## src/rtl/slew_ref_pkg.sv

```systemverilog
package slew_ref_pkg;
  localparam int unsigned REF_W    = 16;
  localparam int unsigned SLEW_W   = 2;
  localparam int unsigned BASE_U   = 8500;
  localparam int unsigned STEP_U   = 500;
  localparam int unsigned BOOT_INC = 10;

  typedef logic [REF_W-1:0]  ref_t;
  typedef logic [SLEW_W-1:0] slew_t;

  // Target set-point in 0.1 mV units for a voltage code
  function automatic ref_t code_to_ref(input int unsigned code);
    return ref_t'(BASE_U + STEP_U * code);
  endfunction

  // Step per microsecond tick in 0.1 mV units for a slew select
  function automatic ref_t rate_inc(input slew_t sel);
    ref_t inc;
    case (sel)
      2'b00:   inc = ref_t'(5);
      2'b01:   inc = ref_t'(10);
      2'b10:   inc = ref_t'(25);
      default: inc = ref_t'(50);
    endcase
    return inc;
  endfunction
endpackage

```

## src/rtl/slew_ref_tick.sv

```systemverilog
module slew_ref_tick #(
  parameter int unsigned TICK_CYCLES = 100
) (
  input  logic clk,
  input  logic rst,
  input  logic run,
  output logic tick
);
  localparam int unsigned CW = (TICK_CYCLES > 1) ? $clog2(TICK_CYCLES) : 1;
  localparam logic [CW-1:0] LAST = CW'(TICK_CYCLES - 1);

  logic [CW-1:0] cnt_q;

  assign tick = run && (cnt_q == LAST);

  always_ff @(posedge clk) begin
    if (rst || !run) cnt_q <= '0;
    else if (cnt_q == LAST) cnt_q <= '0;
    else cnt_q <= cnt_q + 1'b1;
  end
endmodule

```

## src/rtl/slew_ref_target.sv

```systemverilog
module slew_ref_target
  import slew_ref_pkg::*;
#(
  parameter int unsigned CODE_W       = 4,
  parameter int unsigned DEFAULT_CODE = 9,
  parameter int unsigned DEFAULT_SLEW = 1
) (
  input  logic              clk,
  input  logic              rst,
  input  logic              vid_mode,
  input  logic              cmd_strobe,
  input  logic [CODE_W-1:0] volt_code,
  input  slew_t             slew_code,
  output logic [CODE_W-1:0] code_d,
  output logic [CODE_W-1:0] code_q,
  output slew_t             slew_q
);
  slew_t slew_d;

  always_comb begin
    code_d = code_q;
    slew_d = slew_q;
    if (vid_mode) begin
      code_d = volt_code;
    end else if (cmd_strobe) begin
      code_d = volt_code;
      slew_d = slew_code;
    end
  end

  always_ff @(posedge clk) begin
    if (rst) begin
      code_q <= CODE_W'(DEFAULT_CODE);
      slew_q <= SLEW_W'(DEFAULT_SLEW);
    end else begin
      code_q <= code_d;
      slew_q <= slew_d;
    end
  end
endmodule

```

## src/rtl/slew_ref_core.sv

```systemverilog
module slew_ref_core
  import slew_ref_pkg::*;
(
  input  logic clk,
  input  logic rst,
  input  logic active,
  input  logic tick,
  input  ref_t tgt,
  input  ref_t inc,
  output ref_t ref_q,
  output logic at_q,
  output logic busy_q,
  output logic boot_q
);
  ref_t next_ref;
  ref_t gap;

  always_comb begin
    next_ref = ref_q;
    gap      = '0;
    if (!active) begin
      next_ref = '0;
    end else if (tick) begin
      if (ref_q < tgt) begin
        gap      = tgt - ref_q;
        next_ref = (gap <= inc) ? tgt : ref_q + inc;
      end else if (ref_q > tgt) begin
        gap      = ref_q - tgt;
        next_ref = (gap <= inc) ? tgt : ref_q - inc;
      end
    end
  end

  always_ff @(posedge clk) begin
    if (rst) begin
      ref_q  <= '0;
      at_q   <= 1'b0;
      busy_q <= 1'b0;
      boot_q <= 1'b1;
    end else begin
      ref_q  <= next_ref;
      at_q   <= active && (next_ref == tgt);
      busy_q <= active && (next_ref != tgt);
      if (!active) boot_q <= 1'b1;
      else if (next_ref == tgt) boot_q <= 1'b0;
    end
  end
endmodule

```

## src/rtl/slew_ref_ramp.sv

```systemverilog
module slew_ref_ramp
  import slew_ref_pkg::*;
#(
  parameter int unsigned CODE_W       = 4,
  parameter int unsigned TICK_CYCLES  = 100,
  parameter int unsigned DEFAULT_CODE = 9,
  parameter int unsigned DEFAULT_SLEW = 1
) (
  input  logic              clk,
  input  logic              rst,
  input  logic              por_ok,
  input  logic              en,
  input  logic              vid_mode,
  input  logic              cmd_strobe,
  input  logic [CODE_W-1:0] volt_code,
  input  logic [1:0]        slew_code,
  output logic [15:0]       ref_out,
  output logic              ramp_busy,
  output logic              at_target
);
  logic              active;
  logic              tick;
  logic [CODE_W-1:0] tgt_code_d;
  logic [CODE_W-1:0] tgt_code_q;
  slew_t             slew_q;
  ref_t              tgt;
  ref_t              inc;
  ref_t              ref_q;
  logic              boot_q;

  assign active = por_ok && en;

  slew_ref_tick #(.TICK_CYCLES(TICK_CYCLES)) u_tick (
    .clk (clk),
    .rst (rst),
    .run (active),
    .tick(tick)
  );

  slew_ref_target #(
    .CODE_W      (CODE_W),
    .DEFAULT_CODE(DEFAULT_CODE),
    .DEFAULT_SLEW(DEFAULT_SLEW)
  ) u_target (
    .clk       (clk),
    .rst       (rst),
    .vid_mode  (vid_mode),
    .cmd_strobe(cmd_strobe),
    .volt_code (volt_code),
    .slew_code (slew_code),
    .code_d    (tgt_code_d),
    .code_q    (tgt_code_q),
    .slew_q    (slew_q)
  );

  assign tgt = code_to_ref(int'(tgt_code_d));
  assign inc = (boot_q || vid_mode) ? ref_t'(BOOT_INC) : rate_inc(slew_q);

  slew_ref_core u_core (
    .clk   (clk),
    .rst   (rst),
    .active(active),
    .tick  (tick),
    .tgt   (tgt),
    .inc   (inc),
    .ref_q (ref_q),
    .at_q  (at_target),
    .busy_q(ramp_busy),
    .boot_q(boot_q)
  );

  assign ref_out = ref_q;
endmodule

```

## config.mk

```make
export PLATFORM = sky130hd
export DESIGN_NAME = slew_ref_ramp
export DESIGN_NICKNAME = d
export VERILOG_FILES = /design/src/rtl/slew_ref_pkg.sv /design/src/rtl/slew_ref_tick.sv /design/src/rtl/slew_ref_target.sv /design/src/rtl/slew_ref_core.sv /design/src/rtl/slew_ref_ramp.sv
export SDC_FILE = /design/constraint.sdc
export NUM_CORES = 1
export LEC_CHECK = 0
export BUFFER_PORTS_ARGS = -buffer_cell sky130_fd_sc_hd__buf_2
export CAP_MARGIN = 40
export CORE_ASPECT_RATIO = 1.5
export CORE_UTILIZATION = 52
export CTS_BUF_LIST = sky130_fd_sc_hd__clkbuf_4 sky130_fd_sc_hd__clkbuf_8 sky130_fd_sc_hd__clkbuf_16
export CTS_CLUSTER_SIZE = 24
export DETAILED_ROUTE_END_ITERATION = 8
export PLACE_DENSITY = 0.67
export SYNTH_ARGS = -nofsm -noshare
export SYNTH_HDL_FRONTEND = slang
export SYNTH_SLANG_ARGS = --single-unit
```

## constraint.sdc

```tcl
create_clock -name clk -period 9.85 [get_ports clk]
set_input_delay 1.4775 -clock clk [delete_from_list [all_inputs] [get_ports clk]]
set_output_delay 1.4775 -clock clk [all_outputs]
set_load 0.05 [all_outputs]
```

# After elaboration in Yosys (flattened, before gate mapping)
# Cells that the tools add are included.
# word_totals
reg_bits,32
out_inout_bits,18
input_bits,12
# classes
addsub,6
mux,10
order_cmp,4
n_bitwise,2
eq_ne,5
n_reduce_logical,11
mul,1
# ops
op,count
16-bit two-way mux,7
16-bit <= comparator,2
6-bit case mux with 3 select lines,1
16-bit adder,1
16-bit by 15-bit == test with 1-bit output,1
16-bit by 15-bit greater-than comparator with 1-bit output,1
16-bit by 15-bit less-than comparator with 1-bit output,1
16-bit by 15-bit != test with 1-bit output,1
15-bit by 16-bit subtractor with 16-bit output,1
16-bit by 15-bit subtractor with 16-bit output,1
16-bit subtractor,1
14-bit by 13-bit adder with 15-bit output (first input constant),1
7-bit by 4-bit multiplier with 11-bit output (first input constant),1
4-bit two-way mux,2
7-bit by 1-bit adder with 7-bit output (second input constant),1
7-bit == test (second input constant),1
1-bit logical AND,4
2-bit OR reduction,2
2-bit by 1-bit == test with 1-bit output (second input constant),1
2-bit == test (second input constant),1
2-bit zero test,1
1-bit logical OR,2
1-bit NOT,2
2-bit AND reduction,1
1-bit zero test,1

# Longest topological paths before layout
# Gate-level depths: netlist (run 1).
# depth
depth_word,13
mapped_depth,36

# Hierarchy
# From an unflattened synthesis (run 1), not the netlist that was laid out.
# unflattened
hier_cells,1015
area_unflattened_um2,7435.9
# by_module_without_submodules
mod,instances,seq_area_each_um2,area_per_inst_um2,cells_per_inst
slew_ref_core,1,380.4,6007.0,862
slew_ref_ramp,1,0.0,863.3,92
slew_ref_tick,1,140.1,302.8,33
slew_ref_target,1,120.1,262.8,28

# Worst setup path before layout (run 1)
# No wires, ideal clock.
# synth_timing
kind,input-to-reg
from,input vid_mode
to,register u_core.at_q
stages,34
arrival_ns,9.051
slack_ns,0.711
n_path_buf,6
path_cell_list,buf_6 -> nor2_1 -> mux2i_1 -> inv_1 -> fa_1 -> inv_1 -> fa_1 -> ha_1 -> a21oi_1 -> o21bai_1 -> a2111o_1 -> a21o_1 -> and4_4 -> buf_6 -> or2_2 -> clkbuf_1 -> inv_1 -> ha_1 -> clkbuf_1 -> o21a_1 -> o31a_1 -> a31oi_1 -> o2111ai_1 -> nor4_2 -> nand2_1 -> buf_2 -> buf_1 -> a311oi_1 -> nand3_1 -> nor3_1 -> nand4_1 -> or4_1 -> or4_1 -> nor4b_2
# synth_between
elab_chain_cells,12
# synth_lines
element,line_no,source
from (decl),slew_ref_ramp.sv:13,"input logic vid_mode,"
4-bit two-way mux *,slew_ref_target.sv:23,if (vid_mode) begin
named net tgt_code_d[2],slew_ref_ramp.sv:23,logic [CODE_W-1:0] tgt_code_d;
7-bit by 4-bit multiplier with 11-bit output *,slew_ref_pkg.sv:13,return ref_t'(BASE_U + STEP_U * code);
14-bit by 13-bit adder with 15-bit output *,slew_ref_pkg.sv:13,
16-bit by 15-bit subtractor with 16-bit output,slew_ref_core.sv:28,gap = ref_q - tgt;
16-bit <= comparator,slew_ref_core.sv:29,next_ref = (gap <= inc) ? tgt : ref_q - inc;
16-bit two-way mux,slew_ref_core.sv:29,
16-bit two-way mux,slew_ref_core.sv:27,end else if (ref_q > tgt) begin
16-bit two-way mux,slew_ref_core.sv:24,if (ref_q < tgt) begin
16-bit two-way mux,slew_ref_core.sv:23,end else if (tick) begin
16-bit two-way mux,slew_ref_core.sv:21,if (!active) begin
16-bit by 15-bit == test with 1-bit output *,slew_ref_core.sv:42,at_q <= active && (next_ref == tgt);
1-bit logical AND *,slew_ref_core.sv:42,
to (signal assigned),slew_ref_core.sv:42,
to (decl),slew_ref_core.sv:11,"output logic at_q,"
# The timed path passes the listed nets; every way through them passes the cells marked *.
# A chain may end at the register's enable or synchronous reset.

# Worst setup path after layout (run 1)
# Same ends and word-level chain as after synthesis.

==> flow_metrics.tcl, run 1 <==
set metrics [dict create \
    status "finished clean" \
    initialDrtViolationCount 963 \
    cts_max_path_buffers 2 \
    synth.cell_area_um2 6470 \
    num_rows 49 \
    cts.sinks 32 \
    seqPwrFrac_pct 10.3 \
    synth_sequential_area_ratio_pct 9.90 \
    portBuffers 29 \
    finalMaxSlewViolations 0 \
    synth_largest_type_area_fraction_pct 12.8 \
    power.share.switching_pct 55.0 \
    finalClockSkew_ps 7.82 \
    first_global_vias 7613 \
    top_achievable_clock_speed_mhz 105 \
    synth-warning-count 0 \
    final_cell_area_um2 7070 \
    layout-drive-gt1-share_pct 12.0 \
    antenna_found_initial 0 \
    gr-usage-all-layers_pct 43.5 \
    worst_path_max_delay_cell "sky130_fd_sc_hd__fa_2" \
    floorplan_core_area_um2 12100 \
    post-route-period-util_pct 96.6 \
    syn_avg_cell_area_um2 7.07 \
    tightest_slew_ps 928 \
    detail_route.wl_per_cell_um 25.9 \
    list_of_most_frequent_post_synthesis_cells "99 x sky130_fd_sc_hd__nor2_1, 78 x sky130_fd_sc_hd__a21oi_1, 75 x sky130_fd_sc_hd__nand2_1, 66 x sky130_fd_sc_hd__ha_1, 50 x sky130_fd_sc_hd__inv_1" \
    holdCritPathClass "reg2reg" \
    synthMostInstantiatedCell "sky130_fd_sc_hd__nor2_1" \
    critPathKind "in2reg" \
    post-synth-top-area-cell "sky130_fd_sc_hd__ha_1" \
    cts_inserted_buffers 5 \
    via_count_of_the_routed_design 7787 \
    finalCoreUtilization_pct 58.5 \
    power_report.internal_total_uw 578 \
    setup_violations 0 \
    cts_root_buf "sky130_fd_sc_hd__clkbuf_16" \
    gr_met2_demand_resource_pct 73.1 \
    period_minus_slack_ps 9520 \
    dp_hpwl_um 22000 \
    worstSetupStartpointType "input pin" \
    max_fo_critical_path 10 \
    antenna_violating_nets_left 0 \
    cellPowerDensity_nw_per_um2 182 \
    synth_cells 916 \
    end_kind "flip-flop" \
    fp.dieW_um 93.1 \
    timing.critical_path.slowest_cell_delay_ps 640 \
    synth.distinct_cells 93 \
    reg2reg_slack_ps 1440 \
    viasPerCell 7.11 \
    leakagePower_nw 2.99 \
    global_route_wire_length_before_repair_um 42600 \
    worst_hold_slack_ps 465 \
    async_reset_ff_share_pct 0 \
    post_synth_main_area_contributors "sky130_fd_sc_hd__ha_1 13%, sky130_fd_sc_hd__dfxtp_1 9.9%, sky130_fd_sc_hd__a21oi_1 6.0%" \
    num_antenna_cells 0 \
    grt_busiest_layer "met2" \
    combinationalPowerShare_pct 77.2 \
    synth_top_flop_cell "sky130_fd_sc_hd__dfxtp_1" \
    clk_pin_slew_worst_paths_ps 60 \
    ys_seq_elements 32 \
    fp.dieArea_um2 12900 \
    design.final.nets 1029 \
    max-slew-margin-rel_pct 37.5 \
    largest_net_degree_at_the_start_of_global_routing 42 \
    report.final.hold_viol_count 0 \
    power.clock.fraction_pct 12.5 \
    finalWeightedCongestion 1.01 \
    drt-total-wl_um 28400 \
    number_of_enable_type_register_cells_in_the_synthesized_netlist 0 \
    placedInstanceArea_um2 6870 \
    number_of_design_rule_violations_left_after_detail_routing 0 \
    worstPathArrival_ps 9720 \
    area_growth_syn_to_layout_pct 9.20 \
    die_height_um 139 \
    drtPass1Iterations 6 \
    power_switching_uw 707 \
    synth.net_count 1004 \
    depth_of_the_cts_h_tree 2 \
    path_common_cell "sky130_fd_sc_hd__inv_1" \
    met1_usage_pct 47.9 \
    ir_worst_vdd_uv 139 \
    floorplan.initialDensity_pct 53.6 \
    top_level_ports 30 \
    required_ps 10050 \
    worstSkewPairLatency_ps 290 \
    globalRoute.totalOverflow 0 \
    maxCapViolations 0 \
    tritoncts "built" \
    grt_use_met3_pct 9.27 \
]
==> metal layers <==
metal  vias up  routed length, um  part of all wire, %
li1       3459                  -                    -
met1      3635               9880                   35
met2       520              13500                   47
met3       173               2680                  9.4
met4         0               2360                  8.3
met5         -                  0                    0
==> worst max-delay path: cells and delay by family <==
kind	cells	cell delay [ps]
simple gates	9	2710
mux	3	1060
fa+ha+maj	4	1860
buf+inv	6	940
compound gates	8	1660
==> what timing repair did <==
action,in CTS,in global routing
resized for setup,0,7
buffers inserted,0,3
hold buffers,0,0
setup endpoints to repair,0,3
==> power by group through the flow <==
stage | Clock, mW | Sequential (mW) | Combinational, mW
finish | 0.160 | 0.132 | 0.993
global route | 0.166 | 0.132 | 1.05
CTS | 0.161 | 0.132 | 0.948
detailed placement | 0 | 0.135 | 0.944
global placement | 0 | 0.135 | 0.913
floorplan | 0 | 0.135 | 0.687
==> final timing paths <==
check | start | end | cells after the start
max | vid_mode | u_core.at_q | 30
min | u_tick.cnt_q[0] | u_tick.cnt_q[0] | 1
max reg2reg | u_target.code_q[1] | u_core.at_q | 28
min reg2reg | u_tick.cnt_q[0] | u_tick.cnt_q[0] | 1
==> layout make-up <==
cell class	instances	area, um2
Clock buffer	5	125
Clock inverter	3	18.8
Multi-Input combinational cell	781	5450
Inverter	54	203
Fill cell	1182	5010
Sequential cell	32	641
Timing Repair Buffer	67	443
Tap cell	153	191
==> cells in the final DEF, fill, tap and decap left out, types with 9 or more instances in the layout <==
cell                       netlist  layout
sky130_fd_sc_hd__a21o_1         14      14
sky130_fd_sc_hd__buf_4           0      35
sky130_fd_sc_hd__xnor2_1        34      34
sky130_fd_sc_hd__inv_1          50      50
sky130_fd_sc_hd__a21oi_1        78      78
sky130_fd_sc_hd__a22oi_1        10      10
sky130_fd_sc_hd__ha_1           66      65
sky130_fd_sc_hd__or3_1          17      17
sky130_fd_sc_hd__fa_1           10       9
sky130_fd_sc_hd__nand4_1        16      16
sky130_fd_sc_hd__o21a_1         12      12
sky130_fd_sc_hd__a211oi_1       11      11
sky130_fd_sc_hd__mux2i_1         9       9
sky130_fd_sc_hd__nand3_1        26      26
sky130_fd_sc_hd__xor2_1         12      12
sky130_fd_sc_hd__o21ai_0        45      45
sky130_fd_sc_hd__nor3_1         20      20
sky130_fd_sc_hd__dfxtp_1        32      32
sky130_fd_sc_hd__and3_1         15      15
sky130_fd_sc_hd__nor4_1         11      11
sky130_fd_sc_hd__nand2_1        75      75
sky130_fd_sc_hd__nor2_1         99      98
sky130_fd_sc_hd__nor2b_1        11      11
sky130_fd_sc_hd__nand2b_1       12      12
sky130_fd_sc_hd__a31oi_1        17      16
sky130_fd_sc_hd__buf_2           5      29
==> logic make-up after synthesis <==
family | after synthesis | synth area share (%)
AOI/OAI and AO/OA | 301 | 32.4
muxes | 11 | 1.80
buffers and inverters | 103 | 6.42
DFF | 32 | 9.90
xor gates and xnor gates | 47 | 6.47
adders and majority gates | 76 | 15.8
and+or+nand+nor | 346 | 27.2
==> flip-flops by register name (all words and copies together) (netlist names) <==
register	flops
u_core.at_q	1
u_core.boot_q	1
u_core.busy_q	1
u_core.ref_q	16
u_target.code_q	4
u_target.slew_q	2
u_tick.cnt_q	7
==> stage by stage <==
step	power (mW)	setup TNS, ps	cells	setup WS (ps)
final	1.29	0	1095	333
after global routing	1.35	-0.882	1095	-0.882
after CTS	1.24	0	1091	287
after detailed placement	1.08	0	1083	56.2
after global placement	1.05	0	1082	253
after floorplan	0.822	0	916	711
Note: power is estimated with default switching activity, not from simulation.
==> run 2: changes to the inputs <==
Clock period 9.85 ns to 10.7 ns, I/O delays scaled along.
==> run 2 against run 1 <==
Power decreased by 11%. Flip-flop and latch count unchanged. Worst hold slack improved by 15 ps. Critical path depth shrank 2. Sequential share of layout area is 0.26 points higher. Clock power down 5%. Sequential power down 8%. Worst setup slack better by 470 ps. Critical endpoint unchanged.
==> flow_metrics.tcl, run 2 (synthesis results as in run 1) <==
set metrics [dict create \
    status "finished clean" \
    required_ps 10910 \
    cts_max_path_buffers 2 \
    portBuffers 29 \
    worstSkewPairLatency_ps 300 \
    finalWeightedCongestion 1.05 \
    worstSetupStartpointType "input pin" \
    tritoncts "built" \
    number_of_design_rule_violations_left_after_detail_routing 0 \
    critical-path-top-delay-family "simple AND/OR/NAND/NOR gates" \
    layout-drive-gt1-share_pct 9.34 \
    max_fo_critical_path 12 \
    critPathKind "in2reg" \
    die_height_um 139 \
    fp.dieW_um 93.1 \
    detail_route.wl_per_cell_um 25.0 \
    top_level_ports 30 \
    numPlacedInstances 1066 \
    cts.sinks 32 \
    floorplan_core_area_um2 12100 \
    drt-total-wl_um 26900 \
    tightest_slew_ps 965 \
    cts_inserted_buffers 5 \
    via_count_of_the_routed_design 7602 \
    layout.cells.most_common "sky130_fd_sc_hd__nor2_1" \
    antenna_violating_nets_left 0 \
    period_minus_slack_ps 9900 \
    layout_top_registers "u_core.ref_q x16, u_tick.cnt_q x7, u_target.code_q x4" \
    gr-usage-all-layers_pct 41.5 \
    worstHoldStart "u_tick.cnt_q[0]" \
    final_cell_mix "99 x sky130_fd_sc_hd__nor2_1, 78 x sky130_fd_sc_hd__a21oi_1, 75 x sky130_fd_sc_hd__nand2_1" \
    end_kind "flip-flop" \
    cts_hold_buffers 0 \
    timing.critical_path.slowest_cell_delay_ps 670 \
    final.fill_count 1242 \
    clk_pin_slew_worst_paths_ps 60 \
    post-cts-setup-buffers 0 \
    regToRegStartpoint "u_target.code_q[1]" \
    multi_input_area_um2 5420 \
    finalMaxSlewViolations 0 \
    regMostFlops "u_core.ref_q" \
    worstPathArrival_ps 10110 \
    worst_path_max_delay_cell "sky130_fd_sc_hd__fa_1" \
    cp.buffers_inverters 4 \
    finalClockSkew_ps 6.10 \
    critPathLaunch "vid_mode" \
    setup_violations 0 \
    holdCritPathClass "reg2reg" \
    maxCapViolations 0 \
    report.final.hold_viol_count 0 \
    largest_net_degree_at_the_start_of_global_routing 42 \
    ff_latch_area_um2 641 \
    globalRoute.totalOverflow 0 \
    antenna_found_initial 0 \
    area_growth_syn_to_layout_pct 6.11 \
    leakagePower_nw 2.87 \
    post_cts_resized 0 \
    ir_worst_vdd_uv 146 \
    first_global_vias 7352 \
    fin_tns_setup_ps 0 \
    post-route-period-util_pct 92.5 \
    depth_of_the_cts_h_tree 2 \
    top_achievable_clock_speed_mhz 101 \
    viasPerCell 7.08 \
    max-slew-margin-rel_pct 35.0 \
    largest_reg_flops 16 \
    design.final.nets 1008 \
    path_common_cell "sky130_fd_sc_hd__inv_1" \
    fp.dieArea_um2 12900 \
    num_rows 49 \
    final_cell_area_um2 6870 \
    finalNonFillerCells 1074 \
    floorplan.initialDensity_pct 53.6 \
    num_antenna_cells 0 \
    initialDrtViolationCount 782 \
    unrepaired_setup_endpoints_after_global_routing "no" \
    cts_root_buf "sky130_fd_sc_hd__clkbuf_16" \
    placedInstanceArea_um2 6730 \
    dp_hpwl_um 20900 \
    drtPass1Iterations 6 \
    cellPowerDensity_nw_per_um2 167 \
    global_route_wire_length_before_repair_um 40800 \
]
run 2: final timing paths:
check	cells past startpoint	slack, ps	endpoint
setup / recovery	28	800	u_core.at_q
hold / removal	1	480	u_tick.cnt_q[0]
setup reg to reg	24	2120	u_core.at_q
hold reg to reg	1	480	u_tick.cnt_q[0]
run 2: per-layer routing:
layer	GRT usage (%)	wire, um	up-vias
met1	45.3	9650	3572
met2	69.1	12600	459
met5	0	0	-
met4	30.6	2340	0
met3	9.16	2240	142
li1	-	-	3429
run 2: report_power, final:
| part | leakage [nW] | switching [mW] | total (mW) | internal (mW) |
|---|---|---|---|---|
| Clock | 0.0736 | 0.0662 | 0.152 | 0.0860 |
| Sequential | 0.259 | 0.000948 | 0.122 | 0.121 |
| Combinational | 2.54 | 0.566 | 0.872 | 0.306 |
| Total | 2.87 | 0.633 | 1.15 | 0.513 |
run 2: layout make-up:
| type | count | share of cell area [%] |
|---|---|---|
| clock buffers | 5 | 1.82 |
| clock inverters | 3 | 0.273 |
| inverters | 54 | 2.95 |
| multi-input cells | 781 | 78.9 |
| flip-flops and latches | 32 | 9.33 |
| well taps | 153 | 2.79 |
| repair buffers | 46 | 3.97 |
run 2: per-stage QoR:
stage          setup slack [ps]  hold WS, ps  util [%]  power, mW
2_1_floorplan              1430          430         -      0.757
3_3_place_gp                844          448      55.7      0.952
3_5_place_dp                688          474      55.7      0.970
4_1_cts                     967          488      56.9       1.12
5_1_grt                     406          503      56.9       1.21
6_report                    798          479      56.9       1.15
